File: src/rtl/uart_regbank_pkg.sv
package uart_regbank_pkg;

  typedef enum logic [2:0] {
    OFS_DATA  = 3'd0,
    OFS_IEN   = 3'd1,
    OFS_FIFO  = 3'd2,
    OFS_LINE  = 3'd3,
    OFS_MODEM = 3'd4,
    OFS_STAT  = 3'd5
  } reg_ofs_e;

  typedef struct packed {
    logic thr;
    logic ien;
    logic dll;
    logic dlm;
    logic fcr;
    logic lcr;
    logic mcr;
  } wr_strobe_t;

  localparam int LCR_BANK_BIT = 7;
  localparam logic [7:0] LCR_RESET = 8'h03;

  function automatic logic [3:0] trig_bytes(input logic [1:0] code);
    case (code)
      2'd0:    trig_bytes = 4'd1;
      2'd1:    trig_bytes = 4'd4;
      2'd2:    trig_bytes = 4'd8;
      default: trig_bytes = 4'd14;
    endcase
  endfunction

endpackage

File: src/rtl/uart_regbank_decode.sv
module uart_regbank_decode
  import uart_regbank_pkg::*;
#(
  parameter int ADDR_W = 3
) (
  input  logic              clk,
  input  logic              rst_n,
  input  logic [ADDR_W-1:0] addr_i,
  input  logic              wr_i,
  input  logic              bank_i,
  output wr_strobe_t        ws_o
);

  always_comb begin
    ws_o     = '0;
    ws_o.thr = wr_i && (addr_i == ADDR_W'(OFS_DATA))  && !bank_i;
    ws_o.dll = wr_i && (addr_i == ADDR_W'(OFS_DATA))  &&  bank_i;
    ws_o.ien = wr_i && (addr_i == ADDR_W'(OFS_IEN))   && !bank_i;
    ws_o.dlm = wr_i && (addr_i == ADDR_W'(OFS_IEN))   &&  bank_i;
    ws_o.fcr = wr_i && (addr_i == ADDR_W'(OFS_FIFO));
    ws_o.lcr = wr_i && (addr_i == ADDR_W'(OFS_LINE));
    ws_o.mcr = wr_i && (addr_i == ADDR_W'(OFS_MODEM));
  end

  AST_ONE_STROBE: assert property (@(posedge clk) disable iff (!rst_n)
    $onehot0(ws_o));

endmodule

File: src/rtl/uart_regbank_baudgen.sv
module uart_regbank_baudgen #(
  parameter int DIV_W = 16
) (
  input  logic             clk,
  input  logic             rst_n,
  input  logic [DIV_W-1:0] div_i,
  input  logic             load_i,
  input  logic [DIV_W-1:0] load_val_i,
  output logic             tick_o
);

  localparam logic [DIV_W-1:0] ONE = DIV_W'(1);

  logic [DIV_W-1:0] cnt_q;
  logic             wrap;

  assign tick_o = (cnt_q == ONE);
  assign wrap   = tick_o && !load_i;

  always_ff @(posedge clk or negedge rst_n) begin
    if (!rst_n)               cnt_q <= '0;
    else if (load_i)          cnt_q <= load_val_i;
    else if (div_i == '0)     cnt_q <= '0;
    else if (cnt_q <= ONE)    cnt_q <= div_i;
    else                      cnt_q <= cnt_q - ONE;
  end

  AST_STOPPED_NO_TICK: assert property (@(posedge clk) disable iff (!rst_n)
    (div_i == '0) |-> !tick_o);

  AST_WRAP_RELOAD: assert property (@(posedge clk) disable iff (!rst_n)
    wrap |=> (cnt_q == $past(div_i)));

  AST_LOAD_TAKES: assert property (@(posedge clk) disable iff (!rst_n)
    load_i |=> (cnt_q == $past(load_val_i)));

endmodule

File: src/rtl/uart_regbank.sv
module uart_regbank
  import uart_regbank_pkg::*;
#(
  parameter int ADDR_W = 3,
  parameter int DATA_W = 8,
  parameter int IEN_W  = 4
) (
  input  logic              clk,
  input  logic              rst_n,
  input  logic [ADDR_W-1:0] bus_addr,
  input  logic [DATA_W-1:0] bus_wdata,
  input  logic              bus_wr,
  input  logic              bus_rd,
  output logic [DATA_W-1:0] bus_rdata,
  input  logic [DATA_W-1:0] rx_byte_i,
  input  logic [DATA_W-1:0] line_status_i,
  output logic              rx_pop_o,
  output logic              tx_push_o,
  output logic [DATA_W-1:0] tx_byte_o,
  output logic [IEN_W-1:0]  ien_o,
  output logic [1:0]        word_len_o,
  output logic              two_stop_o,
  output logic              par_en_o,
  output logic              par_even_o,
  output logic              par_stick_o,
  output logic              break_o,
  output logic              dtr_o,
  output logic              rts_o,
  output logic              loop_o,
  output logic              fifo_en_o,
  output logic              rx_flush_o,
  output logic              tx_flush_o,
  output logic [3:0]        rx_trig_level_o,
  output logic              baud_tick_o
);

  localparam int DIV_W = 2 * DATA_W;

  logic [DATA_W-1:0] lcr_q, dll_q, dlm_q, tx_byte_q;
  logic [IEN_W-1:0]  ien_q;
  logic              dtr_q, rts_q, loop_q, fifo_en_q;
  logic [1:0]        trig_q;
  logic              tx_push_q, rx_flush_q, tx_flush_q;
  logic              bank;
  wr_strobe_t        ws;
  logic              div_load;
  logic [DIV_W-1:0]  div_next;

  assign bank = lcr_q[LCR_BANK_BIT];

  uart_regbank_decode #(.ADDR_W(ADDR_W)) u_decode (
    .clk    (clk),
    .rst_n  (rst_n),
    .addr_i (bus_addr),
    .wr_i   (bus_wr),
    .bank_i (bank),
    .ws_o   (ws)
  );

  assign div_load = ws.dll || ws.dlm;
  assign div_next = {ws.dlm ? bus_wdata : dlm_q, ws.dll ? bus_wdata : dll_q};

  always_ff @(posedge clk or negedge rst_n) begin
    if (!rst_n) begin
      lcr_q      <= LCR_RESET;
      dll_q      <= '0;
      dlm_q      <= '0;
      ien_q      <= '0;
      dtr_q      <= 1'b0;
      rts_q      <= 1'b0;
      loop_q     <= 1'b0;
      fifo_en_q  <= 1'b0;
      trig_q     <= '0;
      tx_byte_q  <= '0;
      tx_push_q  <= 1'b0;
      rx_flush_q <= 1'b0;
      tx_flush_q <= 1'b0;
    end else begin
      tx_push_q  <= ws.thr;
      rx_flush_q <= ws.fcr && bus_wdata[1];
      tx_flush_q <= ws.fcr && bus_wdata[2];
      if (ws.thr) tx_byte_q <= bus_wdata;
      if (ws.lcr) lcr_q <= bus_wdata;
      if (ws.dll) dll_q <= bus_wdata;
      if (ws.dlm) dlm_q <= bus_wdata;
      if (ws.ien) ien_q <= bus_wdata[IEN_W-1:0];
      if (ws.mcr) begin
        dtr_q  <= bus_wdata[0];
        rts_q  <= bus_wdata[1];
        loop_q <= bus_wdata[4];
      end
      if (ws.fcr) begin
        fifo_en_q <= bus_wdata[0];
        trig_q    <= bus_wdata[7:6];
      end
    end
  end

  always_comb begin
    bus_rdata = '0;
    case (bus_addr)
      ADDR_W'(OFS_DATA):  bus_rdata = bank ? dll_q : rx_byte_i;
      ADDR_W'(OFS_IEN):   bus_rdata = bank ? dlm_q : DATA_W'(ien_q);
      ADDR_W'(OFS_FIFO):  bus_rdata = {trig_q, 5'b0, fifo_en_q};
      ADDR_W'(OFS_LINE):  bus_rdata = lcr_q;
      ADDR_W'(OFS_MODEM): bus_rdata = {3'b0, loop_q, 2'b0, rts_q, dtr_q};
      ADDR_W'(OFS_STAT):  bus_rdata = line_status_i;
      default:            bus_rdata = '0;
    endcase
  end

  uart_regbank_baudgen #(.DIV_W(DIV_W)) u_baud (
    .clk        (clk),
    .rst_n      (rst_n),
    .div_i      ({dlm_q, dll_q}),
    .load_i     (div_load),
    .load_val_i (div_next),
    .tick_o     (baud_tick_o)
  );

  assign rx_pop_o        = bus_rd && (bus_addr == ADDR_W'(OFS_DATA)) && !bank;
  assign tx_push_o       = tx_push_q;
  assign tx_byte_o       = tx_byte_q;
  assign ien_o           = ien_q;
  assign word_len_o      = lcr_q[1:0];
  assign two_stop_o      = lcr_q[2];
  assign par_en_o        = lcr_q[3];
  assign par_even_o      = lcr_q[4];
  assign par_stick_o     = lcr_q[5];
  assign break_o         = lcr_q[6];
  assign dtr_o           = dtr_q;
  assign rts_o           = rts_q;
  assign loop_o          = loop_q;
  assign fifo_en_o       = fifo_en_q;
  assign rx_flush_o      = rx_flush_q;
  assign tx_flush_o      = tx_flush_q;
  assign rx_trig_level_o = trig_bytes(trig_q);

  AST_DIV_HOLD: assert property (@(posedge clk) disable iff (!rst_n)
    !div_load |=> $stable({dlm_q, dll_q}));

  AST_BANK_NO_PUSH: assert property (@(posedge clk) disable iff (!rst_n)
    (bus_wr && bank && bus_addr == ADDR_W'(OFS_DATA)) |=> !tx_push_o);

  AST_FLUSH_SOURCE: assert property (@(posedge clk) disable iff (!rst_n)
    rx_flush_o |-> $past(bus_wr && bus_addr == ADDR_W'(OFS_FIFO) && bus_wdata[1]));

  AST_POP_UNBANKED: assert property (@(posedge clk) disable iff (!rst_n)
    rx_pop_o |-> !lcr_q[LCR_BANK_BIT]);

endmodule

File: config.mk
export PLATFORM = sky130hd
export DESIGN_NAME = uart_regbank
export DESIGN_NICKNAME = d
export VERILOG_FILES = /design/src/rtl/uart_regbank_pkg.sv /design/src/rtl/uart_regbank_decode.sv /design/src/rtl/uart_regbank_baudgen.sv /design/src/rtl/uart_regbank.sv
export SDC_FILE = /design/constraint.sdc
export NUM_CORES = 1
export LEC_CHECK = 0
export BUFFER_PORTS_ARGS = -buffer_cell sky130_fd_sc_hd__buf_2
export CORE_MARGIN = 5
export CORE_UTILIZATION = 55
export DETAILED_ROUTE_END_ITERATION = 10
export GPL_TIMING_DRIVEN = 0
export PLACE_DENSITY_LB_ADDON = 0.2
export SETUP_SLACK_MARGIN = 0.1
export SLEW_MARGIN = 20
export SYNTH_ARGS = -nofsm -noshare
export SYNTH_HDL_FRONTEND = slang
export SYNTH_SLANG_ARGS = --single-unit
File: constraint.sdc
create_clock -name clk -period 2.25 [get_ports clk]
set_input_delay 0.3375 -clock clk [delete_from_list [all_inputs] [get_ports clk]]
set_output_delay 0.3375 -clock clk [all_outputs]
set_load 0.05 [all_outputs]
Yosys cells after proc, flatten, opt, wreduce, memory -nomap -nowiden
Index checks and enable logic that the tools add are counted.
- register bits: 61
- bits of input ports: 31
- output and inout bits: 40
- logic and storage cells: 51
- add/sub/neg operators: 1
- $lt $le $gt $ge: 1
- equality and inequality tests: 8
- multiplexer cells: 9
- reduce and logical (&&, ||, !) cells: 18
- operators by type and width (kind ; number):
    $mux W16 ; 3
    $pmux W8 S6 ; 1
    $mux W8 ; 4
    $eq A16 B1 Y1 const B ; 1
    $le A16 B1 Y1 const B ; 1
    $logic_not A16 Y1 ; 1
    $sub A16 B1 Y16 const B ; 1
    $logic_and A1 B1 Y1 ; 13
    $pmux W4 S3 ; 1
    $eq A3 B2 Y1 const B ; 2
    $eq A3 B3 Y1 const B ; 2
    $eq A3 B1 Y1 const B ; 1
    $logic_not A3 Y1 ; 1
    $eq A2 B1 Y1 const B ; 1
    $eq A2 B2 Y1 const B ; 1
    $logic_not A2 Y1 ; 1
    $logic_not A1 Y1 ; 1
    $logic_or A1 B1 Y1 ; 1

Depth between registers and ports, before layout
- depth after elaboration: 5
- gate-level depth with buffers: 7
- gate-level depth less buffers: 7

Modules after synthesis
Synthesis repeated with hierarchy kept, for this count alone.
- cells, all modules: 310
- area, all modules: 3373.2 um^2
- modules (own cells, without submodules) (module ; times used ; cells each ; area each (um^2) ; sequential area each (um^2)):
    uart_regbank ; 1 ; 158 ; 2132.0 ; 1128.6
    uart_regbank_baudgen ; 1 ; 141 ; 1154.9 ; 400.4
    uart_regbank_decode ; 1 ; 11 ; 86.3 ; 0.0

Least setup slack after synthesis
OpenSTA, ideal clock, no wires.
- path kind: flip-flop to output port
- from: register lcr_q[7]
- to: output bus_rdata[5]
- data arrival time: 2692 ps
- required time: 1913 ps
- path slack: -780 ps
- stages on the path, launching flop included: 5
- path buffers: 2
- path through: dfrtp_1 clkbuf_1 clkbuf_1 mux2i_1 o41ai_1
- word-level cells in the longest chain between the ends: 2
- elaborated cells on any way between the ends: 3
- those cells by class: mux: 3
- RTL lines (element ; line ; source):
    start, declared ; uart_regbank.sv:39 ; logic [DATA_W-1:0] lcr_q, dll_q, dlm_q, tx_byte_q;
    start signal, assigned ; uart_regbank.sv:83 ; if (ws.lcr) lcr_q <= bus_wdata;
    $mux W8, on equally long branches ; uart_regbank.sv:103, uart_regbank.sv:102 ;
    $pmux W8 S6 * ; uart_regbank.sv:101 ; case (bus_addr)
    end, declared ; uart_regbank.sv:14 ; output logic [DATA_W-1:0] bus_rdata,
Every way passes the cells marked *; elsewhere a longest branch is shown, timed or not.

Worst setup path in the final report
- from: register u_baud.cnt_q[10]
- to: output baud_tick_o
- word-level cells in the longest chain between the ends: 1
- RTL lines (element ; line ; source):
    start, declared ; uart_regbank_baudgen.sv:14 ; logic [DIV_W-1:0] cnt_q;
    start signal, assigned ; uart_regbank_baudgen.sv:22 ; else if (load_i) cnt_q <= load_val_i;
    start signal, assigned ; uart_regbank_baudgen.sv:24 ; else if (cnt_q <= ONE) cnt_q <= div_i;
    start signal, assigned ; uart_regbank_baudgen.sv:25 ; else cnt_q <= cnt_q - ONE;
    $eq A16 B1 Y1 ; uart_regbank_baudgen.sv:17 ; assign tick_o = (cnt_q == ONE);
    end, declared ; uart_regbank.sv:34 ; output logic baud_tick_o
No other way between the ends.

==> impl_metrics.py <==
metrics = {
    "floorplan": {
        "dieArea_sq_um": 7800,
        "initial_core_util_pct": 56.7,
        "die_y_microns": 88.3,
        "die_w_microns": 88.3,
        "coreArea_sq_um": 5960,
        "num_io_pins": 71,
        "core.rowCount": 28,
    },
    "route": {
        "routed_wirelength_microns": 9380,
        "vias": 2841,
        "routed_via_density": 5.76,
        "ant_nets": 0,
        "detail_route.first_pass.iterations": 4,
        "drc": 0,
        "drtIter0Drc": 117,
        "drt-wirelength-per-cell_microns": 19.0,
    },
    "power": {
        "internal_power_w": 0.00276,
        "p_comb_share_pct": 41.2,
        "powerDensity_nw_per_um2": 1100,
        "ir_drop_mv": 0.653,
        "switching_share_pct": 41.9,
        "cellLeakagePower_nw": 2.03,
        "p_switching_w": 0.00199,
        "seqPwrFrac_pct": 39.6,
        "p_clk_share_pct": 19.2,
    },
    "yosys": {
        "async_reset_ff_share_pct": 100,
        "yosysTopAreaCell": "dfrtp_1",
        "syn_inst": 322,
        "syn_area_sq_um": 3380,
        "yosys_warnings": 0,
        "yosys_register_bits": 61,
        "synth_area_leaders": "dfrtp_1 44%, mux2_2 10%, mux2i_1 5.6%",
        "synthFlopType": "dfrtp_1",
        "yosysUniqueCellTypes": 53,
        "synth_seq_area_share_pct": 45.3,
        "synth_nets": 355,
        "syn_avg_cell_area_sq_um": 10.5,
        "synth_edf_count": 0,
        "synth_top_area_share_pct": 43.7,
    },
    "clock_tree": {
        "cts_hold_buf": 0,
        "clock_sinks": 61,
        "cts_max_level": 3,
        "clkTransAtPathRegs_ps": 70,
        "cts_buffers": 9,
        "clk_latency_ps": 350,
        "clock-root-buffer": "clkbuf_8",
        "clk_path_buf_depth": 2,
        "cts_tree": "yes",
    },
    "run_status": {
        "violations": "negative setup slack",
        "status": "complete, but fails checks",
    },
    "setup_path": {
        "crit_start": "u_baud.cnt_q[10]",
        "cp_slowest_stage_delay_ps": 430,
        "cp_cell_sequence": "nor4_4 > and4_4 > or2b_1 > nor3b_4 > buf_6",
        "critPathArrivalTime_ps": 1990,
        "required_ps": 1910,
        "worst_setup_path_start_kind": "flop",
        "reg2reg_to": "u_baud.cnt_q[5]",
        "rrSetupSlack_ps": -50,
        "rr_startpoint": "u_baud.cnt_q[10]",
        "worstPathMaxFanout": 2,
        "criticalPathCategory": "flop to output pin",
        "crit_path_end_kind": "output pin",
        "rr_worst_depth": 8,
        "critPathSlowestCell": "dfrtp_2",
    },
    "cells_and_area": {
        "multiInputGateArea_sq_um": 1880,
        "seq_area_sq_um": 1530,
        "nNetsFinal": 446,
        "synthToLayoutAreaGrowth_pct": 27.5,
        "insertedDiodeCount": 0,
        "final_cell_count_no_fill": 493,
        "drive_above_1_share_pct": 41.6,
        "fillers": 450,
    },
    "worst_hold_path": {
        "hold_path.class": "primary input to async pin",
    },
    "timing": {
        "setup_viol_count_final": 5,
        "timing.final.crit_share_pct": 104,
        "finalCriticalPeriod_ps": 2330,
        "max_slew.worst_pin.slew_ps": 1030,
        "setup_slack_ps": -80.0,
        "hold_viol_final": 0,
        "slew-limit-headroom_pct": 30.7,
        "fmax_ghz": 0.429,
        "finalClockSkew_ps": 10.6,
        "tns_ps": -217,
        "final-max-slew-violation-count": 0,
        "rsz0062_at_grt": "yes",
    },
    "global_route": {
        "global_route.peak_usage_layer": "met2",
        "grt_use_total_pct": 26.1,
        "grt_first_pass_wirelength_microns": 15100,
        "antenna_found_initial": 0,
        "grt_max_degree": 62,
        "grtUsageMet1_pct": 33.4,
        "gr-usage-met3_pct": 6.80,
        "globalRouteMet2Util_pct": 40.9,
        "first_global_vias": 2922,
        "overflow": 0,
    },
    "placement": {
        "pre_cts_ws_ps": -346,
        "numPlacedInstances": 465,
        "place.port_buffers": 68,
        "dpl.hpwl_microns": 6580,
        "gp_congestion": 0.851,
    },
    "job": {
        "max_cap_violations": 0,
    },
}
-- synthesized netlist by cell type, drive strengths merged (6+ instances only) --
library cell and number:
dfrtp 59, nand2 42, nor2 33, mux2 30, mux2i 19, o21ai 13
clkbuf 12, inv 8, xor2 7, a21oi 6, a221o 6, nor3 6
nor4 6, xnor2 6
-- layout make-up --
cell class / count / share of cell area (%)
clock inverter: 1 / 0.116
timing repair buffer: 81 / 11.5
tap: 75 / 2.18
inverter: 9 / 0.785
multi-input combinational: 236 / 43.6
clock buffer: 15 / 4.10
sequential: 61 / 35.6
buffer: 15 / 2.04
-- critical path, delay by kind of cell, from the launching register on --
family | cells | cell delay (ps)
buffers and inverters | 1 | 180
and+or+nand+nor | 4 | 1030
DFF | 1 | 430
-- worst max-delay path by stage --
stage | slack (ps) | cells past startpoint | endpoint
after CTS | -80 | 5 | baud_tick_o
after global placement | -340 | 6 | bus_rdata[1]
after global routing | -160 | 5 | baud_tick_o
after floorplan | -120 | 4 | bus_rdata[5]
final | -80 | 5 | baud_tick_o
after detailed placement | -350 | 6 | bus_rdata[4]
-- layout by cell type, fill, tap and decap left out, types with 3 or more instances in the layout --
master	netlist	final
a22o_1	4	4
a21oi_1	6	3
buf_6	1	9
and2_1	3	3
nand3_1	4	4
a22oi_1	3	3
nor3_1	5	4
nor2_1	32	28
nor2_4	1	3
dfrtp_1	59	56
mux2_2	30	28
o21ai_0	13	10
clkbuf_8	0	12
inv_1	8	8
a21oi_2	0	3
o221ai_2	4	4
clkbuf_1	12	9
nand2_1	41	41
buf_4	0	14
dfrtp_2	0	3
nand4_1	3	3
xor2_1	7	7
buf_2	0	60
nor4_1	4	4
clkbuf_2	0	5
mux2i_1	19	18
o2bb2ai_1	3	3
xnor2_1	6	6
a221o_1	6	6
-- stage by stage --
step / power (W) / hold WS (ps) / cell area [sq um] / utilization (%)
3_5_place_dp: 0.00365 / 457 / 3870 / 65.0
5_1_grt: 0.00503 / 120 / 4300 / 72.2
6_report: 0.00475 / 63.0 / 4300 / 72.2
4_1_cts: 0.00466 / 80.1 / 4190 / 70.3
3_3_place_gp: 0.00360 / 456 / 3870 / 65.0
2_1_floorplan: 0.00317 / 41.9 / 3440 / -
-- per-layer routing --
layer | wire [microns] | share of wire, %
met1 | 3900 | 42
met2 | 4650 | 50
met3 | 570 | 6.1
met4 | 263 | 2.8
met5 | 0 | 0
-- cell families after synthesis --
| family | count (synthesis) | share of synthesized area (%) |
|---|---|---|
| XOR/XNOR | 13 | 3.37 |
| AND/OR/NAND/NOR | 116 | 18.2 |
| buffers and inverters | 25 | 3.00 |
| flip-flops | 61 | 45.3 |
| AO/OA/AOI/OAI | 54 | 12.4 |
| adder cells (fa/ha/maj) | 2 | 0.741 |
| multiplexers | 51 | 17.0 |
-- registers in the layout (all words and copies together), names as in the netlist --
signal,cells
tx_flush_o,1
u_baud.cnt_q,16
fifo_en_o,1
lcr_q,8
rx_flush_o,1
trig_q,2
rts_o,1
tx_push_o,1
dlm_q,8
tx_byte_o,8
loop_o,1
dtr_o,1
ien_o,4
dll_q,8
-- repair_timing --
action | CTS | global route
resized for setup | 29 | 27
buffers inserted | 8 | 6
setup endpoints to repair | 13 | 23
pin swaps | 4 | 8
-- power groups by stage --
stage / Combinational (W) / Sequential [W] / Clock, W
global placement: 0.00174 / 0.00185 / 0
floorplan: 0.00109 / 0.00208 / 0
detailed placement: 0.00177 / 0.00188 / 0
CTS: 0.00188 / 0.00186 / 0.000921
finish: 0.00196 / 0.00188 / 0.000910
global route: 0.00211 / 0.00194 / 0.000977
(Power assumes the default switching activity.)
